**src/rtl/otp_prog_pkg.sv**
```systemverilog
// Package: shared state encoding for the programming sequencer.
// Assumes: nothing beyond SystemVerilog-2017.
package otp_prog_pkg;

    typedef enum logic [3:0] {
        ST_IDLE,
        ST_PWR_UP,
        ST_FETCH,
        ST_SETUP,
        ST_PULSE,
        ST_GAP,
        ST_VERIFY,
        ST_NEXT,
        ST_VPP_OFF,
        ST_FV_FETCH,
        ST_FV_READ,
        ST_PWR_DN
    } seq_state_t;

    // True for the states that need the programming voltage present.
    function automatic logic needs_vpp(input seq_state_t s);
        return (s == ST_PWR_UP) || (s == ST_FETCH) || (s == ST_SETUP) ||
               (s == ST_PULSE)  || (s == ST_GAP)   || (s == ST_VERIFY) ||
               (s == ST_NEXT);
    endfunction

endpackage

```
**src/rtl/otp_tick_timer.sv**
```systemverilog
// Module: down-counting interval timer.
// Loading a value N-1 makes `expired` high in the N-th cycle after the load.
// Assumes: the owner reloads it whenever it enters a timed state.
module otp_tick_timer #(
    parameter int W = 8
) (
    input  logic         clk,
    input  logic         rst_n,
    input  logic         load,
    input  logic [W-1:0] load_val,
    output logic         expired
);

    logic [W-1:0] cnt;

    // Load on request, otherwise count down and stop at zero.
    always_ff @(posedge clk) begin
        if (!rst_n)          cnt <= '0;
        else if (load)       cnt <= load_val;
        else if (cnt != '0)  cnt <= cnt - 1'b1;
    end

    assign expired = (cnt == '0);

endmodule

```
**src/rtl/otp_rail_seq.sv**
```systemverilog
// Module: supply / programming-voltage enable sequencer.
// The supply follows rail_on, and is held up for as long as vpp is still up.
// Vpp comes up only once the supply is already up, and drops as soon as
// either request goes away.
// Assumes: the requests are plain levels from the controller.
module otp_rail_seq (
    input  logic clk,
    input  logic rst_n,
    input  logic rail_on,
    input  logic prog_pwr,
    output logic vcc_en,
    output logic vpp_en
);

    // Order the two enables so that vpp is always nested inside vcc.
    always_ff @(posedge clk) begin
        if (!rst_n) begin
            vcc_en <= 1'b0;
            vpp_en <= 1'b0;
        end else begin
            vcc_en <= rail_on | vpp_en;
            vpp_en <= rail_on & prog_pwr & vcc_en;
        end
    end


    vpp_inside_vcc_chk: assert property (@(posedge clk) disable iff (!rst_n)
        vpp_en |-> vcc_en);


    vpp_rise_after_vcc_chk: assert property (@(posedge clk) disable iff (!rst_n)
        $rose(vpp_en) |-> $past(vcc_en));


    vcc_fall_after_vpp_chk: assert property (@(posedge clk) disable iff (!rst_n)
        $fell(vcc_en) |-> !$past(vpp_en));

endmodule

```
**src/rtl/otp_prog_seq.sv**
```systemverilog
// Module: programming sequencer top.
// Fetches each source byte in turn. A byte that is not 8'hFF gets
// settle/pulse/gap/verify loops until it reads back or the pulse budget
// runs out. The sequencer then drops vpp and runs a read-compare pass over
// the whole array.
// Assumes: the source answers every request eventually; PULSE_CYC,
// VERIFY_DLY and SETTLE_CYC are all at least 1.
module otp_prog_seq
    import otp_prog_pkg::*;
#(
    parameter int ADDR_W     = 16,
    parameter int PULSE_CYC  = 25000,
    parameter int VERIFY_DLY = 4,
    parameter int SETTLE_CYC = 2,
    parameter int MAX_PULSES = 25
) (
    input  logic              clk,
    input  logic              rst_n,
    input  logic              start,
    output logic              busy,
    output logic              done,
    output logic              error,
    output logic [ADDR_W-1:0] fail_addr,
    output logic              src_req,
    output logic [ADDR_W-1:0] src_addr,
    input  logic              src_valid,
    input  logic [7:0]        src_data,
    output logic              vcc_en,
    output logic              vpp_en,
    output logic [ADDR_W-1:0] dev_addr,
    output logic [7:0]        dev_din,
    output logic              dev_drive,
    output logic              dev_ce_n,
    output logic              dev_oe_n,
    input  logic [7:0]        dev_q
);

    localparam int T_A    = (PULSE_CYC > VERIFY_DLY) ? PULSE_CYC : VERIFY_DLY;
    localparam int T_MAX  = (T_A > SETTLE_CYC) ? T_A : SETTLE_CYC;
    localparam int TMR_W  = $clog2(T_MAX + 1);
    localparam int PC_W   = $clog2(MAX_PULSES + 1);
    localparam logic [ADDR_W-1:0] LAST_ADDR = {ADDR_W{1'b1}};

    seq_state_t        state, state_d;
    logic [ADDR_W-1:0] cur_addr;
    logic [7:0]        cur_data;
    logic [PC_W-1:0]   pulse_cnt;
    logic              tmr_load, tmr_zero;
    logic [TMR_W-1:0]  tmr_val;
    logic              rail_on, prog_pwr;
    logic              at_last, rd_match;

    assign at_last  = (cur_addr == LAST_ADDR);
    assign rd_match = (dev_q == cur_data);

    otp_tick_timer #(.W(TMR_W)) u_timer (
        .clk      (clk),
        .rst_n    (rst_n),
        .load     (tmr_load),
        .load_val (tmr_val),
        .expired  (tmr_zero)
    );

    otp_rail_seq u_rails (
        .clk      (clk),
        .rst_n    (rst_n),
        .rail_on  (rail_on),
        .prog_pwr (prog_pwr),
        .vcc_en   (vcc_en),
        .vpp_en   (vpp_en)
    );

    // Next-state decision for the whole program / verify sequence.
    always_comb begin
        state_d = state;
        case (state)
            ST_IDLE:     if (start) state_d = ST_PWR_UP;
            ST_PWR_UP:   if (vpp_en) state_d = ST_FETCH;
            ST_FETCH:    if (src_valid)
                             state_d = (src_data == 8'hFF) ? ST_NEXT : ST_SETUP;
            ST_SETUP:    if (tmr_zero) state_d = ST_PULSE;
            ST_PULSE:    if (tmr_zero) state_d = ST_GAP;
            ST_GAP:      state_d = ST_VERIFY;
            ST_VERIFY:   if (tmr_zero) begin
                             if (rd_match)                              state_d = ST_NEXT;
                             else if (pulse_cnt == PC_W'(MAX_PULSES))   state_d = ST_PWR_DN;
                             else                                       state_d = ST_SETUP;
                         end
            ST_NEXT:     state_d = at_last ? ST_VPP_OFF : ST_FETCH;
            ST_VPP_OFF:  if (!vpp_en) state_d = ST_FV_FETCH;
            ST_FV_FETCH: if (src_valid) state_d = ST_FV_READ;
            ST_FV_READ:  if (tmr_zero) state_d = at_last ? ST_PWR_DN : ST_FV_FETCH;
            ST_PWR_DN:   if (!vcc_en) state_d = ST_IDLE;
            default:     state_d = ST_IDLE;
        endcase
    end

    // Reload the interval timer on entry to each timed state.
    always_comb begin
        tmr_load = (state_d != state);
        case (state_d)
            ST_SETUP:   tmr_val = TMR_W'(SETTLE_CYC - 1);
            ST_PULSE:   tmr_val = TMR_W'(PULSE_CYC - 1);
            ST_VERIFY,
            ST_FV_READ: tmr_val = TMR_W'(VERIFY_DLY - 1);
            default:    tmr_val = '0;
        endcase
    end

    // State, address walk, captured byte, pulse budget and result flags.
    always_ff @(posedge clk) begin
        if (!rst_n) begin
            state     <= ST_IDLE;
            cur_addr  <= '0;
            cur_data  <= 8'hFF;
            pulse_cnt <= '0;
            done      <= 1'b0;
            error     <= 1'b0;
            fail_addr <= '0;
        end else begin
            state <= state_d;
            case (state)
                ST_IDLE: if (start) begin
                    cur_addr  <= '0;
                    done      <= 1'b0;
                    error     <= 1'b0;
                    fail_addr <= '0;
                end
                ST_FETCH: if (src_valid) begin
                    cur_data  <= src_data;
                    pulse_cnt <= '0;
                end
                ST_SETUP: if (tmr_zero) pulse_cnt <= pulse_cnt + 1'b1;
                ST_VERIFY: if (tmr_zero && !rd_match &&
                               pulse_cnt == PC_W'(MAX_PULSES)) begin
                    error     <= 1'b1;
                    fail_addr <= cur_addr;
                end
                ST_NEXT: cur_addr <= cur_addr + 1'b1;
                ST_FV_FETCH: if (src_valid) cur_data <= src_data;
                ST_FV_READ: if (tmr_zero) begin
                    if (!rd_match && !error) begin
                        error     <= 1'b1;
                        fail_addr <= cur_addr;
                    end
                    if (!at_last) cur_addr <= cur_addr + 1'b1;
                end
                ST_PWR_DN: if (!vcc_en) done <= 1'b1;
                default: ;
            endcase
        end
    end

    // Decode device, source and rail controls from the state.
    always_comb begin
        busy      = (state != ST_IDLE);
        src_req   = (state == ST_FETCH) || (state == ST_FV_FETCH);
        src_addr  = cur_addr;
        dev_addr  = cur_addr;
        dev_din   = cur_data;
        dev_drive = (state == ST_SETUP) || (state == ST_PULSE);
        dev_ce_n  = !((state == ST_PULSE) || (state == ST_VERIFY) ||
                      (state == ST_FV_READ));
        dev_oe_n  = !((state == ST_VERIFY) || (state == ST_FV_READ));
        rail_on   = (state != ST_IDLE) && (state != ST_PWR_DN);
        prog_pwr  = needs_vpp(state);
    end


    idle_quiet_chk: assert property (@(posedge clk) disable iff (!rst_n)
        !busy |-> (dev_ce_n && dev_oe_n && !src_req));


    pulse_drives_bus_chk: assert property (@(posedge clk) disable iff (!rst_n)
        (!dev_ce_n && dev_oe_n) |-> (dev_drive && vpp_en));


    pulse_hold_chk: assert property (@(posedge clk) disable iff (!rst_n)
        (!dev_ce_n && dev_oe_n && !$past(dev_ce_n)) |->
            ($stable(dev_addr) && $stable(dev_din)));


    read_releases_bus_chk: assert property (@(posedge clk) disable iff (!rst_n)
        !dev_oe_n |-> (!dev_ce_n && !dev_drive));


    pulse_budget_chk: assert property (@(posedge clk) disable iff (!rst_n)
        pulse_cnt <= PC_W'(MAX_PULSES));


    final_pass_no_vpp_chk: assert property (@(posedge clk) disable iff (!rst_n)
        (state == ST_FV_READ) |-> (vcc_en && !vpp_en));


    done_rails_off_chk: assert property (@(posedge clk) disable iff (!rst_n)
        done |-> (!busy && !vcc_en && !vpp_en));

endmodule

```
**config.mk**
```make
export PLATFORM = sky130hd
export DESIGN_NAME = otp_prog_seq
export DESIGN_NICKNAME = d
export VERILOG_FILES = /design/src/rtl/otp_prog_pkg.sv /design/src/rtl/otp_tick_timer.sv /design/src/rtl/otp_rail_seq.sv /design/src/rtl/otp_prog_seq.sv
export SDC_FILE = /design/constraint.sdc
export NUM_CORES = 1
export LEC_CHECK = 0
export ABC_AREA = 0
export ABC_CLOCK_PERIOD_IN_PS = 3030
export BUFFER_PORTS_ARGS = -buffer_cell sky130_fd_sc_hd__buf_2
export CAP_MARGIN = 10
export CORE_ASPECT_RATIO = 0.6
export CORE_MARGIN = 2
export CORE_UTILIZATION = 45
export DETAILED_ROUTE_END_ITERATION = 12
export GPL_TIMING_DRIVEN = 0
export PLACE_DENSITY = 0.65
export SLEW_MARGIN = 20
export SYNTH_ARGS = -nofsm -noshare
export SYNTH_HDL_FRONTEND = slang
export SYNTH_SLANG_ARGS = --single-unit
```
**constraint.sdc**
```tcl
create_clock -name clk -period 3.03 [get_ports clk]
set_clock_uncertainty 0.15 [all_clocks]
set_input_delay 0.1515 -clock clk [delete_from_list [all_inputs] [get_ports clk]]
set_output_delay 0.1515 -clock clk [all_outputs]
set_load 0.1 [all_outputs]
```
==> flow_summary.ini <==
[synthesis]
yosysMostFrequentCell = dfxtp_1
synth_top_cell_by_area = dfxtp_1
synth_flop_cell = dfxtp_1
yosysSeqAreaShare_pct = 37.6
synth_area_sq_mm = 0.00362
synth_area_leaders = dfxtp_1, nand3_1, nor2_1
yosysTopAreaCellShare_pct = 37.6
synth_fp_nets = 460
synthDistinctLibCells = 57
yosysWarningCount = 0
synth_edf_count = 0
synthCells = 436
yosys_register_bits = 68
postSynth.asyncResetShare_pct = 0
yosys-top-cells-count = dfxtp_1, nor2_1, nand3_1
synth.avg_cell_area_sq_um = 8.31

[drt]
first_pass_iters = 8
ant_nets = 0
drt_iter0_drc = 317
viasPerCell = 5.45
wirelength_mm = 10.4
maxUsedRoutingLayer = met4
wl_per_cell_um = 15.9
wl_met2_mm = 4.27
vias = 3556
met3_length_um = 840
drc = 0
wl_met1_mm = 5.16

[final_layout]
areaGrowthSynthToFinish_pct = 26.4
fin_util_pct = 58.3
diodes = 0
layout-drive-gt1-share_pct = 25.7
nets = 563

[grt]
first_global_vias = 3180
grt_pass1_wl_mm = 16.6
grt_max_degree = 13
antenna_found_initial = 0
grt.total_usage_pct = 24.6
overflow = 0

[timing]
finalCriticalPeriod_ns = 2.74
fin_crit_sh_pct = 90.4
drv_slew = 0
grt_setup_unrepaired = no
slew_headroom_pct = 39.4
setup_violations = 0
totalNegativeSetupSlack_ns = 0
hold_viol_final = 0
fmax_mhz = 365
worst_slew_pin_slew_ns = 0.901

[floorplanning]
die_x_um = 120
core_area_sq_mm = 0.00785
die_h_um = 73.5
ios = 85
die_area_sq_mm = 0.00881
rows = 25
initial_core_util_pct = 46.1

[run]
maxCapViolations = 0

[clock_network]
root_buffer = clkbuf_16
h-tree-depth = 3
clk_path_buf_depth = 2
cts_setup_buffers = 0
cts_buffers = 9
cts_tree = built
clock_latency_ns = 0.34
clkSlewWorstSetupHoldPaths_ns = 0.06
cts.sinks = 68

[worst_setup_path]
end_kind = flop
worstPathMaxFanout = 10
reg2reg_from = u_timer.cnt[0]
reg2reg_depth = 11
rrSetupSlack_ns = 0.29
critPathLaunchType = flop
worstPathArrival_ns = 2.80
r2r-end = error
criticalPathCategory = flop to flop
required_ns = 3.09

[pwr]
ir_worst_vdd_mv = 0.342
power_density_mw_per_mm2 = 671
leakage_nw = 1.84

[placement]
port_buffers = 84
hpwl_mm = 7.69
gp_congestion = 0.913

[outcome]
outcome = complete, no violations

[worst_hold_path]
hp-class = primary input to flop
hold_depth = 3
whs_endpoint = fail_addr[6]
min_from = rst_n
[through the flow]
stage	instances	setup slack [ns]	cell area, sq um	power [mW]	hold WS (ns)
floorplan	436	0.171	3620	1.75	0.130
global placement	628	0.238	4180	1.93	0.233
detailed placement	628	0.262	4180	1.95	0.239
CTS	652	0.232	4580	3.08	0.0460
global route	652	0.0274	4580	3.24	0.0643
finish	652	0.292	4580	3.07	0.0605
[worst max-delay path: stages (launching register included)]
cell,delay [ns]
dfxtp_1,0.32
inv_1,0.11
ha_1,0.25
nor3b_2,0.22
nand4_1,0.26
buf_4,0.28
a21oi_1,0.18
a21boi_1,0.09
a211o_1,0.33
buf_2,0.23
nand3_1,0.11
o31ai_2,0.07
[flip-flops by register name (all words and copies together) (netlist names)]
register	count
fail_addr	16
dev_addr	16
u_rails.vpp_en	1
error	1
pulse_cnt	5
u_rails.vcc_en	1
u_timer.cnt	15
dev_din	8
done	1
state	4
[logic make-up after synthesis]
| family | count (synthesis) | share of synthesized area [%] |
|---|---|---|
| muxes | 11 | 3.39 |
| AOI/OAI and AO/OA | 72 | 13.2 |
| xor gates and xnor gates | 33 | 7.98 |
| adders and majority gates | 4 | 1.38 |
| buffers and inverters | 50 | 7.36 |
| DFF | 68 | 37.6 |
| and+or+nand+nor | 198 | 29.2 |
[layout by cell type, fill, tap and decap left out, types with 11 or more instances in the layout]
| master | synthesis | routed |
|---|---|---|
| buf_2 | 6 | 90 |
| inv_1 | 11 | 11 |
| xnor2_1 | 19 | 19 |
| dfxtp_1 | 68 | 68 |
| xor2_1 | 14 | 14 |
| clkbuf_1 | 10 | 11 |
| a21oi_1 | 15 | 15 |
| buf_4 | 19 | 19 |
| nand2_1 | 29 | 29 |
| o21ai_1 | 15 | 16 |
| nand3_1 | 45 | 45 |
| nor3_1 | 19 | 19 |
| nor2_1 | 48 | 47 |
[report_power, final]
part	total, mW	switching [mW]	internal, mW
registers	1.01	0.0646	0.949
clock network	1.12	0.402	0.721
logic	0.933	0.576	0.358
[layout make-up]
cell class / count / area [sq um]
Multi-Input combinational cell: 318 / 2000
Fill cell: 733 / 3270
Tap cell: 108 / 135
Timing Repair Buffer: 92 / 500
Inverter: 11 / 41.3
Buffer: 39 / 225
Clock buffer: 10 / 229
Clock inverter: 6 / 87.6
Sequential cell: 68 / 1360
[per-layer routing]
metal / vias to the layer above / GRT usage, %
met5: - / 0
met3: 13 / 6.83
met2: 139 / 34.3
li1: 1746 / -
met1: 1658 / 37.2
met4: 0 / 5.88
[worst max path at each step]
stage	to	cells after the start	startpoint
2_1_floorplan	u_timer.cnt[0]	8	dev_addr[0]
3_3_place_gp	dev_addr[13]	9	u_timer.cnt[0]
3_5_place_dp	dev_addr[15]	9	u_timer.cnt[0]
4_1_cts	dev_addr[13]	9	u_timer.cnt[0]
5_1_grt	dev_addr[13]	9	u_timer.cnt[0]
6_report	error	11	u_timer.cnt[0]
[timing repair]
| action | CTS | global route |
|---|---|---|
| endpoints found under the hold margin | 8 | 0 |
| endpoints found under the setup margin | 0 | 6 |
| gates resized for setup | 0 | 1 |
| hold buffers | 8 | 0 |
(Power assumes the default switching activity.)
